--- config.mk ---
export PLATFORM = sky130hd
export DESIGN_NAME = vcpu_irq_mask
export DESIGN_NICKNAME = d
export VERILOG_FILES = /design/src/rtl/vcpu_irq_mask_pkg.sv /design/src/rtl/vcpu_irq_mask_lock.sv /design/src/rtl/vcpu_irq_mask_bank.sv /design/src/rtl/vcpu_irq_mask_ctrl.sv /design/src/rtl/vcpu_irq_mask.sv
export SDC_FILE = /design/constraint.sdc
export NUM_CORES = 1
export LEC_CHECK = 0
export BUFFER_PORTS_ARGS = -buffer_cell sky130_fd_sc_hd__buf_2
export CAP_MARGIN = 40
export CORE_MARGIN = 5
export CORE_UTILIZATION = 42
export CTS_BUF_LIST = sky130_fd_sc_hd__clkbuf_2
export DETAILED_ROUTE_END_ITERATION = 8
export HOLD_SLACK_MARGIN = 0.02
export PLACE_DENSITY_LB_ADDON = 0.3
export SLEW_MARGIN = 30
export SYNTH_ARGS = -nofsm -noshare
export SYNTH_HDL_FRONTEND = slang
export SYNTH_SLANG_ARGS = --single-unit
--- constraint.sdc ---
create_clock -name clk -period 12.04 [get_ports clk]
set_clock_uncertainty 0.15 [all_clocks]
set_input_delay 1.806 -clock clk [delete_from_list [all_inputs] [get_ports clk]]
set_output_delay 1.806 -clock clk [all_outputs]
set_load 0.01 [all_outputs]
--- src/rtl/vcpu_irq_mask_pkg.sv ---
package vcpu_irq_mask_pkg;
  localparam int unsigned VCPU_COUNT  = 8;
  localparam int unsigned CLASS_COUNT = 3;
  localparam int unsigned VCPU_W      = $clog2(VCPU_COUNT);
  localparam int unsigned CLASS_W     = 2;
  localparam int unsigned BOOT_VCPU   = 0;

  typedef enum logic [CLASS_W-1:0] {
    CLS_IO   = 2'd0,
    CLS_EXT  = 2'd1,
    CLS_MCHK = 2'd2,
    CLS_NONE = 2'd3
  } irqClassE;

  // strobes from control to the lock datapath, one bit per class and CPU
  typedef struct packed {
    logic [CLASS_COUNT-1:0][VCPU_COUNT-1:0] lockReq;
    logic [CLASS_COUNT-1:0][VCPU_COUNT-1:0] unlockReq;
  } maskStrobeT;
endpackage

--- src/rtl/vcpu_irq_mask_lock.sv ---
module vcpu_irq_mask_lock
  import vcpu_irq_mask_pkg::*;
(
  input  logic                  clk,
  input  logic                  rstN,
  input  logic [VCPU_COUNT-1:0] lockReq,
  input  logic [VCPU_COUNT-1:0] unlockReq,
  output logic [VCPU_COUNT-1:0] enBits,
  output logic [VCPU_COUNT-1:0] waiting
);
  localparam int unsigned CNT_W = VCPU_W + 1;

  logic                             holderValid, nHolderValid;
  logic [VCPU_W-1:0]                holderId, nHolderId;
  logic [VCPU_COUNT-1:0][VCPU_W-1:0] queue, nQueue;
  logic [CNT_W-1:0]                 qCnt, nQCnt;
  logic [VCPU_COUNT-1:0]            nEnBits, nWaiting;

  always_comb begin
    nHolderValid = holderValid;
    nHolderId    = holderId;
    nQueue       = queue;
    nQCnt        = qCnt;
    nEnBits      = enBits;
    nWaiting     = waiting;

    // release by the holder, hand over to the oldest waiter
    if (holderValid && unlockReq[holderId]) begin
      nEnBits[holderId] = 1'b1;
      if (qCnt != '0) begin
        nHolderId = queue[0];
        for (int k = 0; k < int'(VCPU_COUNT) - 1; k++) nQueue[k] = queue[k+1];
        nQueue[VCPU_COUNT-1] = '0;
        nQCnt = qCnt - CNT_W'(1);
        nWaiting[queue[0]] = 1'b0;
        nEnBits[queue[0]]  = 1'b0;
      end else begin
        nHolderValid = 1'b0;
      end
    end

    // new disable requests, ascending CPU number
    for (int i = 0; i < int'(VCPU_COUNT); i++) begin
      if (lockReq[i]) begin
        if (!nHolderValid) begin
          nHolderValid = 1'b1;
          nHolderId    = VCPU_W'(i);
          nEnBits[i]   = 1'b0;
        end else if (nHolderId != VCPU_W'(i) && nQCnt < CNT_W'(VCPU_COUNT)) begin
          nQueue[nQCnt[VCPU_W-1:0]] = VCPU_W'(i);
          nQCnt       = nQCnt + CNT_W'(1);
          nWaiting[i] = 1'b1;
        end
      end
    end
  end

  always_ff @(posedge clk) begin
    if (!rstN) begin
      holderValid <= 1'b0;
      holderId    <= '0;
      queue       <= '0;
      qCnt        <= '0;
      enBits      <= '1;
      waiting     <= '0;
    end else begin
      holderValid <= nHolderValid;
      holderId    <= nHolderId;
      queue       <= nQueue;
      qCnt        <= nQCnt;
      enBits      <= nEnBits;
      waiting     <= nWaiting;
    end
  end


  single_holder_chk: assert property (@(posedge clk) disable iff (!rstN)
    $countones(~enBits) <= 1);

  waiter_bit_set_chk: assert property (@(posedge clk) disable iff (!rstN)
    (waiting & ~enBits) == '0);

  waiter_has_holder_chk: assert property (@(posedge clk) disable iff (!rstN)
    (|waiting) |-> (holderValid && !enBits[holderId]));

  queue_count_chk: assert property (@(posedge clk) disable iff (!rstN)
    qCnt == CNT_W'($countones(waiting)));
endmodule

--- src/rtl/vcpu_irq_mask_bank.sv ---
module vcpu_irq_mask_bank
  import vcpu_irq_mask_pkg::*;
(
  input  logic                                   clk,
  input  logic                                   rstN,
  input  maskStrobeT                             strobe,
  output logic [CLASS_COUNT-1:0][VCPU_COUNT-1:0] maskBits,
  output logic [CLASS_COUNT-1:0]                 sysEnable,
  output logic [VCPU_COUNT-1:0]                  suspend
);
  logic [CLASS_COUNT-1:0][VCPU_COUNT-1:0] waitBits;

  for (genvar c = 0; c < int'(CLASS_COUNT); c++) begin : gClass
    vcpu_irq_mask_lock uLock (
      .clk      (clk),
      .rstN     (rstN),
      .lockReq  (strobe.lockReq[c]),
      .unlockReq(strobe.unlockReq[c]),
      .enBits   (maskBits[c]),
      .waiting  (waitBits[c])
    );
    assign sysEnable[c] = &maskBits[c];
  end

  always_comb begin
    suspend = '0;
    for (int c = 0; c < int'(CLASS_COUNT); c++) suspend |= waitBits[c];
  end

  // a CPU waits on one class at most
  one_wait_chk: assert property (@(posedge clk) disable iff (!rstN)
    (waitBits[0] & waitBits[1]) == '0 && (waitBits[0] & waitBits[2]) == '0 &&
    (waitBits[1] & waitBits[2]) == '0);
endmodule

--- src/rtl/vcpu_irq_mask_ctrl.sv ---
module vcpu_irq_mask_ctrl
  import vcpu_irq_mask_pkg::*;
(
  input  logic                                   clk,
  input  logic                                   rstN,
  input  logic [VCPU_COUNT-1:0]                  reqValid,
  input  logic [VCPU_COUNT-1:0]                  reqDisable,
  input  logic [VCPU_COUNT-1:0][CLASS_W-1:0]     reqClass,
  input  logic                                   initLoad,
  input  logic                                   activateValid,
  input  logic [VCPU_W-1:0]                      activateCpu,
  input  logic [CLASS_COUNT-1:0]                 pending,
  input  logic [CLASS_COUNT-1:0][VCPU_COUNT-1:0] maskBits,
  input  logic [CLASS_COUNT-1:0]                 sysEnable,
  input  logic [VCPU_COUNT-1:0]                  suspend,
  output maskStrobeT                             strobe,
  output logic [VCPU_COUNT-1:0]                  cpuActive,
  output logic [CLASS_COUNT-1:0]                 takeValid,
  output logic [CLASS_COUNT-1:0][VCPU_W-1:0]     takeCpu
);
  logic [VCPU_COUNT-1:0] usable;
  assign usable = cpuActive & ~suspend;

  // run state
  always_ff @(posedge clk) begin
    if (!rstN) begin
      cpuActive <= '0;
    end else if (initLoad) begin
      cpuActive <= VCPU_COUNT'(1) << BOOT_VCPU;
    end else if (activateValid) begin
      cpuActive[activateCpu] <= 1'b1;
    end
  end

  // request decode into strobes
  always_comb begin
    strobe = '0;
    for (int i = 0; i < int'(VCPU_COUNT); i++) begin
      for (int c = 0; c < int'(CLASS_COUNT); c++) begin
        if (reqValid[i] && usable[i] && reqClass[i] == CLASS_W'(c)) begin
          if (reqDisable[i]) strobe.lockReq[c][i]   = 1'b1;
          else               strobe.unlockReq[c][i] = 1'b1;
        end
      end
    end
  end

  // taker selection: lowest eligible CPU per class
  always_comb begin
    for (int c = 0; c < int'(CLASS_COUNT); c++) begin
      logic found;
      found      = 1'b0;
      takeCpu[c] = '0;
      for (int i = 0; i < int'(VCPU_COUNT); i++) begin
        if (!found && usable[i] && maskBits[c][i]) begin
          found      = 1'b1;
          takeCpu[c] = VCPU_W'(i);
        end
      end
      takeValid[c] = pending[c] && sysEnable[c] && found;
    end
  end


  boot_only_chk: assert property (@(posedge clk) disable iff (!rstN)
    initLoad |=> ($countones(cpuActive) == 1 && cpuActive[BOOT_VCPU]));

  activate_chk: assert property (@(posedge clk) disable iff (!rstN)
    (activateValid && !initLoad) |=> cpuActive[$past(activateCpu)]);

  take_needs_enable_chk: assert property (@(posedge clk) disable iff (!rstN)
    (takeValid & ~(sysEnable & pending)) == '0);

  for (genvar c = 0; c < int'(CLASS_COUNT); c++) begin : gTakeChk

    taker_running_chk: assert property (@(posedge clk) disable iff (!rstN)
      takeValid[c] |-> (cpuActive[takeCpu[c]] && !suspend[takeCpu[c]]));
  end
endmodule

--- src/rtl/vcpu_irq_mask.sv ---
module vcpu_irq_mask
  import vcpu_irq_mask_pkg::*;
(
  input  logic                              clk,
  input  logic                              rstN,
  input  logic [VCPU_COUNT-1:0]             reqValid,
  input  logic [VCPU_COUNT-1:0]             reqDisable,
  input  logic [VCPU_COUNT*CLASS_W-1:0]     reqClass,
  input  logic                              initLoad,
  input  logic                              activateValid,
  input  logic [VCPU_W-1:0]                 activateCpu,
  input  logic [CLASS_COUNT-1:0]            pending,
  output logic [CLASS_COUNT-1:0]            sysEnable,
  output logic [CLASS_COUNT*VCPU_COUNT-1:0] cpuMask,
  output logic [VCPU_COUNT-1:0]             suspend,
  output logic [VCPU_COUNT-1:0]             cpuActive,
  output logic [CLASS_COUNT-1:0]            takeValid,
  output logic [CLASS_COUNT*VCPU_W-1:0]     takeCpu
);
  maskStrobeT                             strobe;
  logic [CLASS_COUNT-1:0][VCPU_COUNT-1:0] maskBits;
  logic [VCPU_COUNT-1:0][CLASS_W-1:0]     reqClassArr;
  logic [CLASS_COUNT-1:0][VCPU_W-1:0]     takeCpuArr;

  assign reqClassArr = reqClass;
  assign cpuMask     = maskBits;
  assign takeCpu     = takeCpuArr;

  vcpu_irq_mask_ctrl uCtrl (
    .clk          (clk),
    .rstN         (rstN),
    .reqValid     (reqValid),
    .reqDisable   (reqDisable),
    .reqClass     (reqClassArr),
    .initLoad     (initLoad),
    .activateValid(activateValid),
    .activateCpu  (activateCpu),
    .pending      (pending),
    .maskBits     (maskBits),
    .sysEnable    (sysEnable),
    .suspend      (suspend),
    .strobe       (strobe),
    .cpuActive    (cpuActive),
    .takeValid    (takeValid),
    .takeCpu      (takeCpuArr)
  );

  vcpu_irq_mask_bank uBank (
    .clk      (clk),
    .rstN     (rstN),
    .strobe   (strobe),
    .maskBits (maskBits),
    .sysEnable(sysEnable),
    .suspend  (suspend)
  );
endmodule

==> run_results.csv <==
group,metric,value,unit
run_status,outcome,"complete, no violations",
place,place.gp.congestion,1.02,
sta,max_freq,98.3,MHz
final_layout,n_fill_cell,4252,
detailed_routing,avgRoutedWirePerCell,24.0,um
floorplan,rows,75,
cts,cts_made_buffers,17,
final_layout,multi_input_area,13900,sq um
place,place_ws,1.04,ns
detailed_routing,wl,73500,um
synth,ys_warn_count,0,
pwr,combPwrFrac,0.080,
sta,min_period,10.17,ns
setup_path,r2r_end,"uBank.gClass[0].uLock.queue[19]",
synth,synth_seq_cells,152,
final_layout,mostFrequentLayoutCells,"331 x nand2_1, 221 x nor2_1, 168 x a21oi_1",
global_routing,grt_max_degree,74,
setup_path,critPathRequiredTime,12.76,ns
hold_path,min_to,"uBank.gClass[2].uLock.queue[23]",
global_routing,grt_pass1_wl,110000,um
final_layout,drive_gt1_frac,0.136,
final_layout,syn_to_final_growth,7.11,%
synth,syn_area,17600,sq um
synth,synth_area_leaders,"dfxtp_1 17%, nand2_1 7.1%, a21oi_1 4.8%, nor2_1 4.7%, o21ai_0 4.3%",
cts,clk_path_buf_depth,2,
pwr,p_sw_frac,0.324,
place,port_buffers,96,
detailed_routing,drc_errors,0,
cts,cts_hold_buf,0,
sta,worst_pin_slew,0.918,ns
place,placed_cells,3024,
floorplan,ioPinCount,97,
global_routing,grt_use_total,0.300,
setup_path,worstPathArrival,10.89,ns
global_routing,grt-ovfl-total,0,
sta,setup_viol,0,
synth,synth-seq-area-share,0.173,
cts,cts.clk_slew.worst_paths,0.30,ns
setup_path,worst_path_max_delay_cell,"o311ai_1",
floorplan,start_util,0.422,
hold_path,min-delay-start,"uBank.gClass[2].uLock.queue[23]",
cts,cts-resized-gates,0,
cts,cts_setup_buffers,0,
detailed_routing,ant_nets,0,
setup_path,rr_worst_depth,30,
cts,htreeDepth,4,
synth,synth_edf_count,0,
setup_path,worstSetupEndpointType,"flip-flop",
detailed_routing,drtIter0Drc,2964,
cts,clock_latency,1.02,ns
global_routing,grt_pass1_vias,17981,
sta,rsz0062_at_grt,"no",
cts,root_buffer,"clkbuf_2",
pwr,p_per_area,48.7,nW/um^2
synth,async_flop_share,0,
detailed_routing,first_pass_iters,8,
global_routing,antenna_found_initial,3,
sta,final_hold_viol_count,0,
sta,drv_slew,0,
sta,slew_headroom,0.384,
hold_path,hold_class,"flip-flop to flip-flop",
setup_path,crit_family,"simple AND/OR/NAND/NOR gates",
final_layout,final_common_cell,"nand2_1",
setup_path,crit_top_cell,"ha_1",
place,hpwl,58700,um
final_layout,fin_cells,3061,
synth,avgSynthCellArea,7.16,sq um
final_layout,fin_nets,2572,
floorplan,dieArea,46100,sq um
synth,synth_area_leader_cell,"dfxtp_1",
hold_path,hold_path_depth,2,
synth,synth_top_cell_area_share,0.173,
pwr,ir_worst_vdd,0.0454,mV
pwr,intPower,0.000621,W
setup_path,path_max_fanout,17,
setup_path,critPathKind,"input pin to flip-flop",
flow_run,maxCapViolations,0,
setup_path,rr_startpoint,"uCtrl.cpuActive[7]",
setup_path,setup.reg_to_reg.worst_slack,2.16,ns
final_layout,seqCellArea,3040,sq um
pwr,p_leak,7.16,nW
detailed_routing,vias_per_cell,6.76,
cts,cts_tree,"done",
synth,synth.distinct_cells,143,
pwr,power.share.clock,0.364,
pwr,seqPwrFrac,0.556,
floorplan,coreArea,41800,sq um
setup_path,start_kind,"input pin",
sta,setup-tns-final,0,ns
synth,synthFlopType,"dfxtp_1",
floorplan,die_h,215,um
setup_path,critPathBufInv,8,
synth,synth_nets,2526,
synth,synthCells,2460,
sta,finalWorstSetupSlack,1.87,ns
floorplan,die_w,215,um
cts,cts_sinks,152,
detailed_routing,via_count,20686,
pwr,switchingPower,0.000297,W
setup_path,cpPeakStageDelay,0.63,ns
sta,period_share,0.845,
[power groups by stage]
stage	clock (W)	combinational (W)	sequential, W
2_1_floorplan	0	0.0000407	0.000517
3_3_place_gp	0	0.0000682	0.000519
3_5_place_dp	0	0.0000699	0.000519
4_1_cts	0.000344	0.0000702	0.000511
5_1_grt	0.000365	0.0000786	0.000511
6_report	0.000334	0.0000738	0.000511
[state kept, by name (all words and copies together) (netlist names)]
name,flops
uBank.gClass.uLock.enBits,24
uBank.gClass.uLock.holderId,9
uBank.gClass.uLock.holderValid,3
uBank.gClass.uLock.qCnt,12
uBank.gClass.uLock.queue,72
uBank.gClass.uLock.waiting,24
uCtrl.cpuActive,8
[cells by family (layout without fill, tap and decap cells)]
group | Yosys count | after routing | share of synthesized area
AOI/OAI and AO/OA | 758 | 758 | 0.302
xor gates and xnor gates | 66 | 66 | 0.0483
adders and majority gates | 25 | 25 | 0.0177
buffers and inverters | 172 | 231 | 0.0412
DFF | 152 | 152 | 0.173
muxes | 85 | 85 | 0.0537
other | 0 | 3 | 0
and+or+nand+nor | 1202 | 1202 | 0.364
[through the flow]
stage	cell area (sq um)	utilization	hold slack [ns]	total power, W
final	18900	0.452	0.380	0.000919
after CTS	18800	0.451	0.386	0.000924
after floorplan	17600	-	0.316	0.000558
after detailed placement	18600	0.444	0.355	0.000589
after global routing	18900	0.452	0.420	0.000955
after global placement	18500	0.443	0.348	0.000587
[cells in the mapped netlist (11+ instances only)]
master     number
nand4_1        49
mux2i_1        62
nor2_1        221
or4_1          17
nand3_1       132
or3_1          38
a211oi_1       28
nand2_1       331
nor2b_1        35
clkbuf_1       70
o2111ai_1      12
nor3_1        110
nor4_1         33
mux2_2         12
and2_1         26
nand2b_1       26
o21a_1         31
a31oi_1        54
a21oi_1       168
xnor2_1        39
o31ai_1        22
inv_2          15
o211a_1        14
or2_2          16
o22ai_1        22
ha_1           24
a21o_1         19
a41oi_1        13
o211ai_1       26
o21ai_0       150
a211o_1        12
inv_1          56
and3_1         36
dfxtp_1       152
nand3b_1       11
buf_2          13
nor3b_1        15
[layout make-up]
cell class | count | share of cell area
multi-input cells | 2136 | 0.734
clock inverters | 15 | 0.00955
diodes | 3 | 0.000398
flip-flops and latches | 152 | 0.161
clock buffers | 17 | 0.00451
well taps | 539 | 0.0358
inverters | 73 | 0.0147
repair buffers | 126 | 0.0393
[worst max path at each step]
stage / slack, ns / depth (start not counted) / to / startpoint
global route: 1.35 / 31 / uBank.gClass[0].uLock.queue[18] / reqClass[14]
global placement: 1.00 / 30 / uBank.gClass[0].uLock.queue[20] / reqClass[14]
finish: 1.87 / 31 / uBank.gClass[0].uLock.queue[19] / reqClass[14]
detailed placement: 1.04 / 31 / uBank.gClass[0].uLock.queue[8] / reqClass[14]
floorplan: 2.53 / 32 / uBank.gClass[0].uLock.qCnt[3] / reqClass[8]
CTS: 2.04 / 30 / uBank.gClass[0].uLock.queue[19] / uCtrl.cpuActive[0]
[worst min-delay path, delay by kind of cell (launching register included)]
kind / cells / cell delay [ns]
AOI/OAI and AO/OA: 1 / 0.07
DFF: 1 / 0.39
and+or+nand+nor: 1 / 0.07
[metal layers]
layer / vias to the layer above / GRT usage / routed length [um]
met5: - / 0 / 0
li1: 9484 / - / -
met3: 129 / 0.0657 / 8430
met4: 0 / 0.0962 / 2250
met1: 9730 / 0.452 / 32900
met2: 1343 / 0.422 / 30000
Power figures use the tool's default switching activity.
